--- src/rtl/cec_frame_tx.sv ---
module cec_frame_tx #(
  parameter int TW          = 8,
  parameter int IDLE_NEW    = 5,
  parameter int IDLE_FOLLOW = 7,
  parameter int IDLE_RETRY  = 3
) (
  input  logic          clk,
  input  logic          rst_n,
  input  logic          en,
  input  logic [TW-1:0] tick_div,
  input  logic [TW-1:0] t_start_lo,
  input  logic [TW-1:0] t_start_bit,
  input  logic [TW-1:0] t_lo0,
  input  logic [TW-1:0] t_lo1,
  input  logic [TW-1:0] t_bit,
  input  logic [TW-1:0] t_ack_smp,
  input  logic [TW-1:0] t_xition,
  input  logic [TW-1:0] t_err_lo,
  input  logic          wr_en,
  input  logic [11:0]   wr_word,
  output logic          hold_full,
  input  logic          line_in,
  output logic          drive_low,
  output logic          ev_empty,
  output logic          ev_underrun,
  output logic          ev_arb_lost,
  output logic          ev_bus_err,
  output logic          ev_done,
  output logic          nak
);
  localparam int GW    = TW + 4;
  localparam int B_EOM = 8;
  localparam int B_BC  = 9;
  localparam int B_SOF = 10;
  localparam int B_RTY = 11;

  typedef enum logic [1:0] {S_IDLE, S_WAIT, S_START, S_BITS} st_t;

  st_t           st;
  logic [TW-1:0] pc, cnt, low_run;
  logic [3:0]    bitn;
  logic [7:0]    sh;
  logic          eom_q, bc_q, nak_acc, last_ours;
  logic [11:0]   hold;
  logic          hold_v;
  logic [GW-1:0] idle_cnt;
  logic [1:0]    ls;

  wire line_hi  = ls[1];
  wire tick     = (pc == tick_div);
  wire active   = (st == S_START) || (st == S_BITS);
  wire ack_slot = (st == S_BITS) && (bitn == 4'd9);
  wire bitval   = (bitn < 4'd8) ? sh[7] : ((bitn == 4'd8) ? eom_q : 1'b1);

  wire [TW-1:0] lo_t  = (st == S_START) ? t_start_lo : (bitval ? t_lo1 : t_lo0);
  wire [TW-1:0] dur_t = (st == S_START) ? t_start_bit : t_bit;
  wire          bit_end = (cnt == dur_t - TW'(1));

  wire released = active && !ack_slot &&
                  ({1'b0, cnt} >= ({1'b0, lo_t} + {1'b0, t_xition}));
  wire anom_hit = (st == S_BITS) && !line_hi &&
                  (({1'b0, low_run} + (TW+1)'(1)) >= {1'b0, t_err_lo});
  wire arb_hit  = released && !line_hi;
  wire smp_nak  = ack_slot && (cnt == t_ack_smp) && (bc_q ? !line_hi : line_hi);
  wire nak_next = nak_acc | smp_nak;

  wire [3:0]    nbits = hold[B_RTY] ? 4'(IDLE_RETRY) :
                        (last_ours ? 4'(IDLE_FOLLOW) : 4'(IDLE_NEW));
  wire [GW-1:0] need  = GW'(nbits) * GW'(t_bit);

  assign drive_low = active && (cnt < lo_t);
  assign hold_full = hold_v;

  always_ff @(posedge clk or negedge rst_n) begin
    if (!rst_n) begin
      st <= S_IDLE; pc <= '0; cnt <= '0; low_run <= '0; bitn <= '0; sh <= '0;
      eom_q <= 1'b0; bc_q <= 1'b0; nak_acc <= 1'b0; last_ours <= 1'b0;
      hold <= '0; hold_v <= 1'b0; idle_cnt <= '0; ls <= 2'b11; nak <= 1'b0;
      ev_empty <= 1'b0; ev_underrun <= 1'b0; ev_arb_lost <= 1'b0;
      ev_bus_err <= 1'b0; ev_done <= 1'b0;
    end else begin
      ev_empty <= 1'b0; ev_underrun <= 1'b0; ev_arb_lost <= 1'b0;
      ev_bus_err <= 1'b0; ev_done <= 1'b0;
      pc <= tick ? '0 : pc + TW'(1);
      ls <= {ls[0], line_in};
      if (!en) begin
        st <= S_IDLE; hold_v <= 1'b0; last_ours <= 1'b0; cnt <= '0;
      end else begin
        if (wr_en && !hold_v) begin
          hold <= wr_word; hold_v <= 1'b1;
        end
        case (st)
          S_IDLE: begin
            if (tick && !line_hi) last_ours <= 1'b0;
            if (hold_v) begin
              if (hold[B_SOF]) begin st <= S_WAIT; idle_cnt <= '0; end
              else hold_v <= 1'b0;
            end
          end
          S_WAIT: if (tick) begin
            if (!line_hi) begin
              idle_cnt <= '0; last_ours <= 1'b0;
            end else if (idle_cnt + GW'(1) >= need) begin
              st <= S_START; cnt <= '0; nak_acc <= 1'b0; low_run <= '0;
            end else idle_cnt <= idle_cnt + GW'(1);
          end
          default: if (tick) begin
            low_run <= (st == S_START || line_hi) ? '0 :
                       ((&low_run) ? low_run : low_run + TW'(1));
            if (anom_hit || arb_hit) begin
              ev_bus_err <= anom_hit; ev_arb_lost <= !anom_hit;
              st <= S_IDLE; hold_v <= 1'b0; last_ours <= 1'b0; cnt <= '0;
            end else begin
              nak_acc <= nak_next;
              if (!bit_end) cnt <= cnt + TW'(1);
              else begin
                cnt <= '0;
                if (st == S_START || (ack_slot && !eom_q && hold_v)) begin
                  sh <= hold[7:0]; eom_q <= hold[B_EOM]; bc_q <= hold[B_BC];
                  hold_v <= 1'b0; ev_empty <= !hold[B_EOM];
                  bitn <= '0; st <= S_BITS;
                end else if (ack_slot && eom_q) begin
                  ev_done <= 1'b1; nak <= nak_next; st <= S_IDLE; last_ours <= 1'b1;
                end else if (ack_slot) begin
                  ev_underrun <= 1'b1; st <= S_IDLE; last_ours <= 1'b0;
                end else begin
                  bitn <= bitn + 4'd1;
                  if (bitn < 4'd8) sh <= {sh[6:0], 1'b0};
                end
              end
            end
          end
        endcase
      end
    end
  end


  en_drop_chk: assert property (@(posedge clk) disable iff (!rst_n)
    !en |=> (!drive_low && !hold_full));


  abort_release_chk: assert property (@(posedge clk) disable iff (!rst_n)
    (ev_underrun || ev_arb_lost || ev_bus_err) |-> (!drive_low && !hold_full));


  empty_chk: assert property (@(posedge clk) disable iff (!rst_n)
    ev_empty |-> !hold_full);


  tick_align_chk: assert property (@(posedge clk) disable iff (!rst_n)
    (en && $past(en) && !$past(tick)) |-> $stable(drive_low));


  start_low_chk: assert property (@(posedge clk) disable iff (!rst_n)
    ($past(st) == S_WAIT && st == S_START && t_start_lo != '0) |-> drive_low);


  done_alone_chk: assert property (@(posedge clk) disable iff (!rst_n)
    ev_done |-> (!ev_underrun && !ev_arb_lost && !ev_bus_err && !drive_low));
endmodule

--- config.mk ---
export PLATFORM = sky130hd
export DESIGN_NAME = cec_frame_tx
export DESIGN_NICKNAME = d
export VERILOG_FILES = /design/src/rtl/cec_frame_tx.sv
export SDC_FILE = /design/constraint.sdc
export NUM_CORES = 1
export LEC_CHECK = 0
export ABC_AREA = 1
export BUFFER_PORTS_ARGS = -buffer_cell sky130_fd_sc_hd__buf_4
export CAP_MARGIN = 15
export CORE_UTILIZATION = 40
export CTS_CLUSTER_SIZE = 12
export DETAILED_ROUTE_END_ITERATION = 12
export SETUP_SLACK_MARGIN = 0.2
export SLEW_MARGIN = 20
export SYNTH_ARGS = -nofsm -noshare
export SYNTH_HDL_FRONTEND = slang
export SYNTH_SLANG_ARGS = --single-unit
--- constraint.sdc ---
create_clock -name clk -period 3.9 [get_ports clk]
set_input_delay 0.585 -clock clk [delete_from_list [all_inputs] [get_ports clk]]
set_output_delay 0.585 -clock clk [all_outputs]
set_load 0.01 [all_outputs]
==> run_results.csv <==
group,metric,value,unit
status,status,"finished clean",
min_path,hold_path_class,"primary input to flip-flop",
timing,fmaxAchievable,259,MHz
logic_synthesis,synth_cell_types,45,
grt,top_usage_layer,"met2",
logic_synthesis,yosys-top-cells-area,"dfrtp_1 (28%), nand2_1 (15%), ha_1 (12%)",
clock_tree,cts_tree,"done",
floorplan,initial_utilization,0.414,
placed_design,dp_hpwl,13100,um
flow_run,drv_cap,0,
placed_design,placed_cell_area,0.00796,mm^2
placed_design,routabilityCongestion,0.845,
final_layout,diodes,0,
logic_synthesis,synth_warnings,0,
placed_design,place_ws,-0.130,ns
placed_design,dp.cells,1296,
grt,grt_start_max_net_pins,76,
power_and_ir_drop,ir_worst_vdd,0.000246,V
clock_tree,h-tree-depth,3,
logic_synthesis,syn_area_per_cell,6.98,um^2
power_and_ir_drop,cellLeakagePower,4.65,nW
grt,grt_pass1_vias,6091,
timing,post-route-period-util,0.991,
logic_synthesis,synth_edf_count,0,
final_layout,fin_cells,1328,
logic_synthesis,synth_area,0.00663,mm^2
timing,finClkSkew,0.0104,ns
routing,dr.pass1.iters,5,
logic_synthesis,postSynthRegisterBits,75,
clock_tree,clock_latency,0.34,ns
grt,antenna_found_initial,0,
routing,routed_wirelength,17000,um
power_and_ir_drop,powerDensity,519,mW/mm^2
grt,grt_use_met3,0.0309,
routing,wl_per_cell,12.8,um
clock_tree,cts_buffers,9,
floorplan,die_y,131,um
timing,max-slew-margin-rel,0.359,
final_layout,syn2layout_area_growth,34.4,%
clock_tree,clk_path_buf_depth,2,
critical_path,worst_setup_path_end_kind,"flip-flop",
grt,met1_usage,0.294,
timing,rsz0062_at_grt,"true",
final_layout,postLayoutCellArea,0.00891,mm^2
routing,drtIter0Drc,323,
timing,max_slew.worst_pin.slew,0.962,ns
final_layout,mostFrequentLayoutCells,"nand2_1 (232), buf_4 (152), inv_1 (139)",
routing,drc_errors,0,
floorplan,fp.dieW,131,um
timing,timing.final.ws_setup,0.0338,ns
final_layout,layout.nets,1265,
floorplan,rows,46,
timing,fin_crit,3.87,ns
critical_path,worst_ep_required_time,4.12,ns
placed_design,portBuffers,96,
logic_synthesis,async_reset_ff_frac,1.00,
grt,grtUsageTotal,0.208,
logic_synthesis,synth_top_area_share,0.276,
timing,final-hold-violation-count,0,
timing,setup_tns,0,ns
logic_synthesis,seq_area_frac_synth,0.284,
clock_tree,clk_pin_slew,0.06,ns
floorplan,core_area,0.0160,mm^2
logic_synthesis,synth_top_cell_by_area,"dfrtp_1",
logic_synthesis,syn_inst,949,
grt,grt_first_pass_wirelength,28200,um
final_layout,layout_commonest_cell,"nand2_1",
critical_path,critPathMaxFanout,8,
floorplan,die_area,0.0171,mm^2
final_layout,fill_cells,1641,
clock_tree,clock_sinks,75,
grt,grt_overflow_total,0,
critical_path,cp_data_arrival_time,4.08,ns
final_layout,final_util,0.557,
timing,maxSlewViolCount,0,
floorplan,ios,97,
grt,grt_util_met2,0.339,
logic_synthesis,syn_nets,1107,
clock_tree,cts-root-buf,"clkbuf_16",
routing,viasPerCell,4.85,
timing,setup_viol_count_final,0,
final_layout,drive_gt1_frac,0.287,
logic_synthesis,synth_ff_type,"dfrtp_1",
routing,vias,6442,
routing,ant_nets,0,
critical_path,start_kind,"flip-flop",
critical_path,worstSetupPathType,"flip-flop to flip-flop",
-- metal layers --
metal,vias to the layer above,wire length (um),share of wire
met3,11,657,0.039
met4,0,127,0.0075
met2,108,7860,0.46
li1,3358,-,-
met1,2965,8360,0.49
met5,-,0,0
-- flip-flops by register name (all words and copies together), names as in the netlist, 2 cells and up --
signal,cells
bitn,4
sh,8
cnt,8
st,2
low_run,8
pc,8
idle_cnt,12
ls,2
hold,12
-- power by group --
| part | leakage (nW) | internal, mW | total (mW) | switching (mW) |
|---|---|---|---|---|
| Sequential | 0.951 | 0.903 | 1.02 | 0.118 |
| Combinational | 3.54 | 1.14 | 2.66 | 1.52 |
| Clock | 0.165 | 0.586 | 0.936 | 0.350 |
| Total | 4.65 | 2.63 | 4.62 | 1.99 |
-- critical path, stage by stage, from the launching register on --
cell,delay (ns)
dfrtp_1,0.42
nor2_2,0.07
inv_2,0.10
nand2_2,0.07
fa_1,0.52
inv_2,0.05
ha_4,0.27
nand3_2,0.06
nand2_2,0.08
a21oi_2,0.06
o21bai_1,0.19
nand2_1,0.08
nand2_1,0.08
a21oi_2,0.05
xor2_1,0.16
ha_1,0.31
nand2_1,0.05
nand3b_1,0.19
nor2_1,0.12
nor2_1,0.06
buf_4,0.13
buf_6,0.10
buf_6,0.10
nand4_1,0.13
nand2_2,0.14
nand2_1,0.10
o21ai_1,0.06
-- logic make-up (layout without fill, tap and decap cells) --
group / count (synthesis) / after routing / synth area share
adder cells (fa/ha/maj): 69 / 69 / 0.139
flip-flops: 75 / 75 / 0.284
AND/OR/NAND/NOR: 462 / 463 / 0.302
AO/OA/AOI/OAI: 120 / 120 / 0.0980
multiplexers: 10 / 10 / 0.0170
XOR/XNOR: 41 / 41 / 0.0553
buffers and inverters: 172 / 334 / 0.105
-- synth_stat cells (all sizes together) (6+ instances only) --
master and n:
nand3 69, nor3 16, dfrtp 73, o21ai 66
nand4 19, buf 11, or2 6, nor2 74
inv 155, ha 61, mux2 10, xor2 31
fa 8, clkbuf 6, nand2 271, xnor2 10
a21oi 36
-- path summary, 6_finish.rpt --
check	slack [ns]	from	end	depth (start not counted)
setup / recovery	0.03	hold[11]	low_run[0]	26
hold / removal	0.35	line_in	ls[0]	1
setup reg to reg	0.03	hold[11]	low_run[0]	26
hold reg to reg	0.36	ls[0]	ls[1]	0
max in group asynchronous	2.89	rst_n	sh[7]	1
min in group asynchronous	0.41	rst_n	pc[1]	1
-- layout make-up --
class | instances | area (um^2) | share of cell area
tap | 216 | 270 | 0.0303
clock buffer | 10 | 239 | 0.0268
clock inverter | 6 | 93.8 | 0.0105
multi-input combinational | 703 | 4530 | 0.509
timing repair buffer | 163 | 1300 | 0.146
sequential | 75 | 1880 | 0.211
inverter | 155 | 594 | 0.0667
-- stage by stage --
| step | hold WS [ns] | total power, mW |
|---|---|---|
| 2_1_floorplan | 0.289 | 2.68 |
| 3_3_place_gp | 0.346 | 3.31 |
| 3_5_place_dp | 0.347 | 3.34 |
| 4_1_cts | 0.342 | 4.54 |
| 5_1_grt | 0.343 | 5.06 |
| 6_report | 0.353 | 4.62 |
-- timing repair --
item | in CTS | in global routing
hold buffers | 0 | 0
setup endpoints to repair | 50 | 51
resized for setup | 89 | 54
gates cloned | 2 | 0
setup buffers | 12 | 2
pin swaps | 43 | 20
No activity file was read; power rests on OpenSTA's default activity.
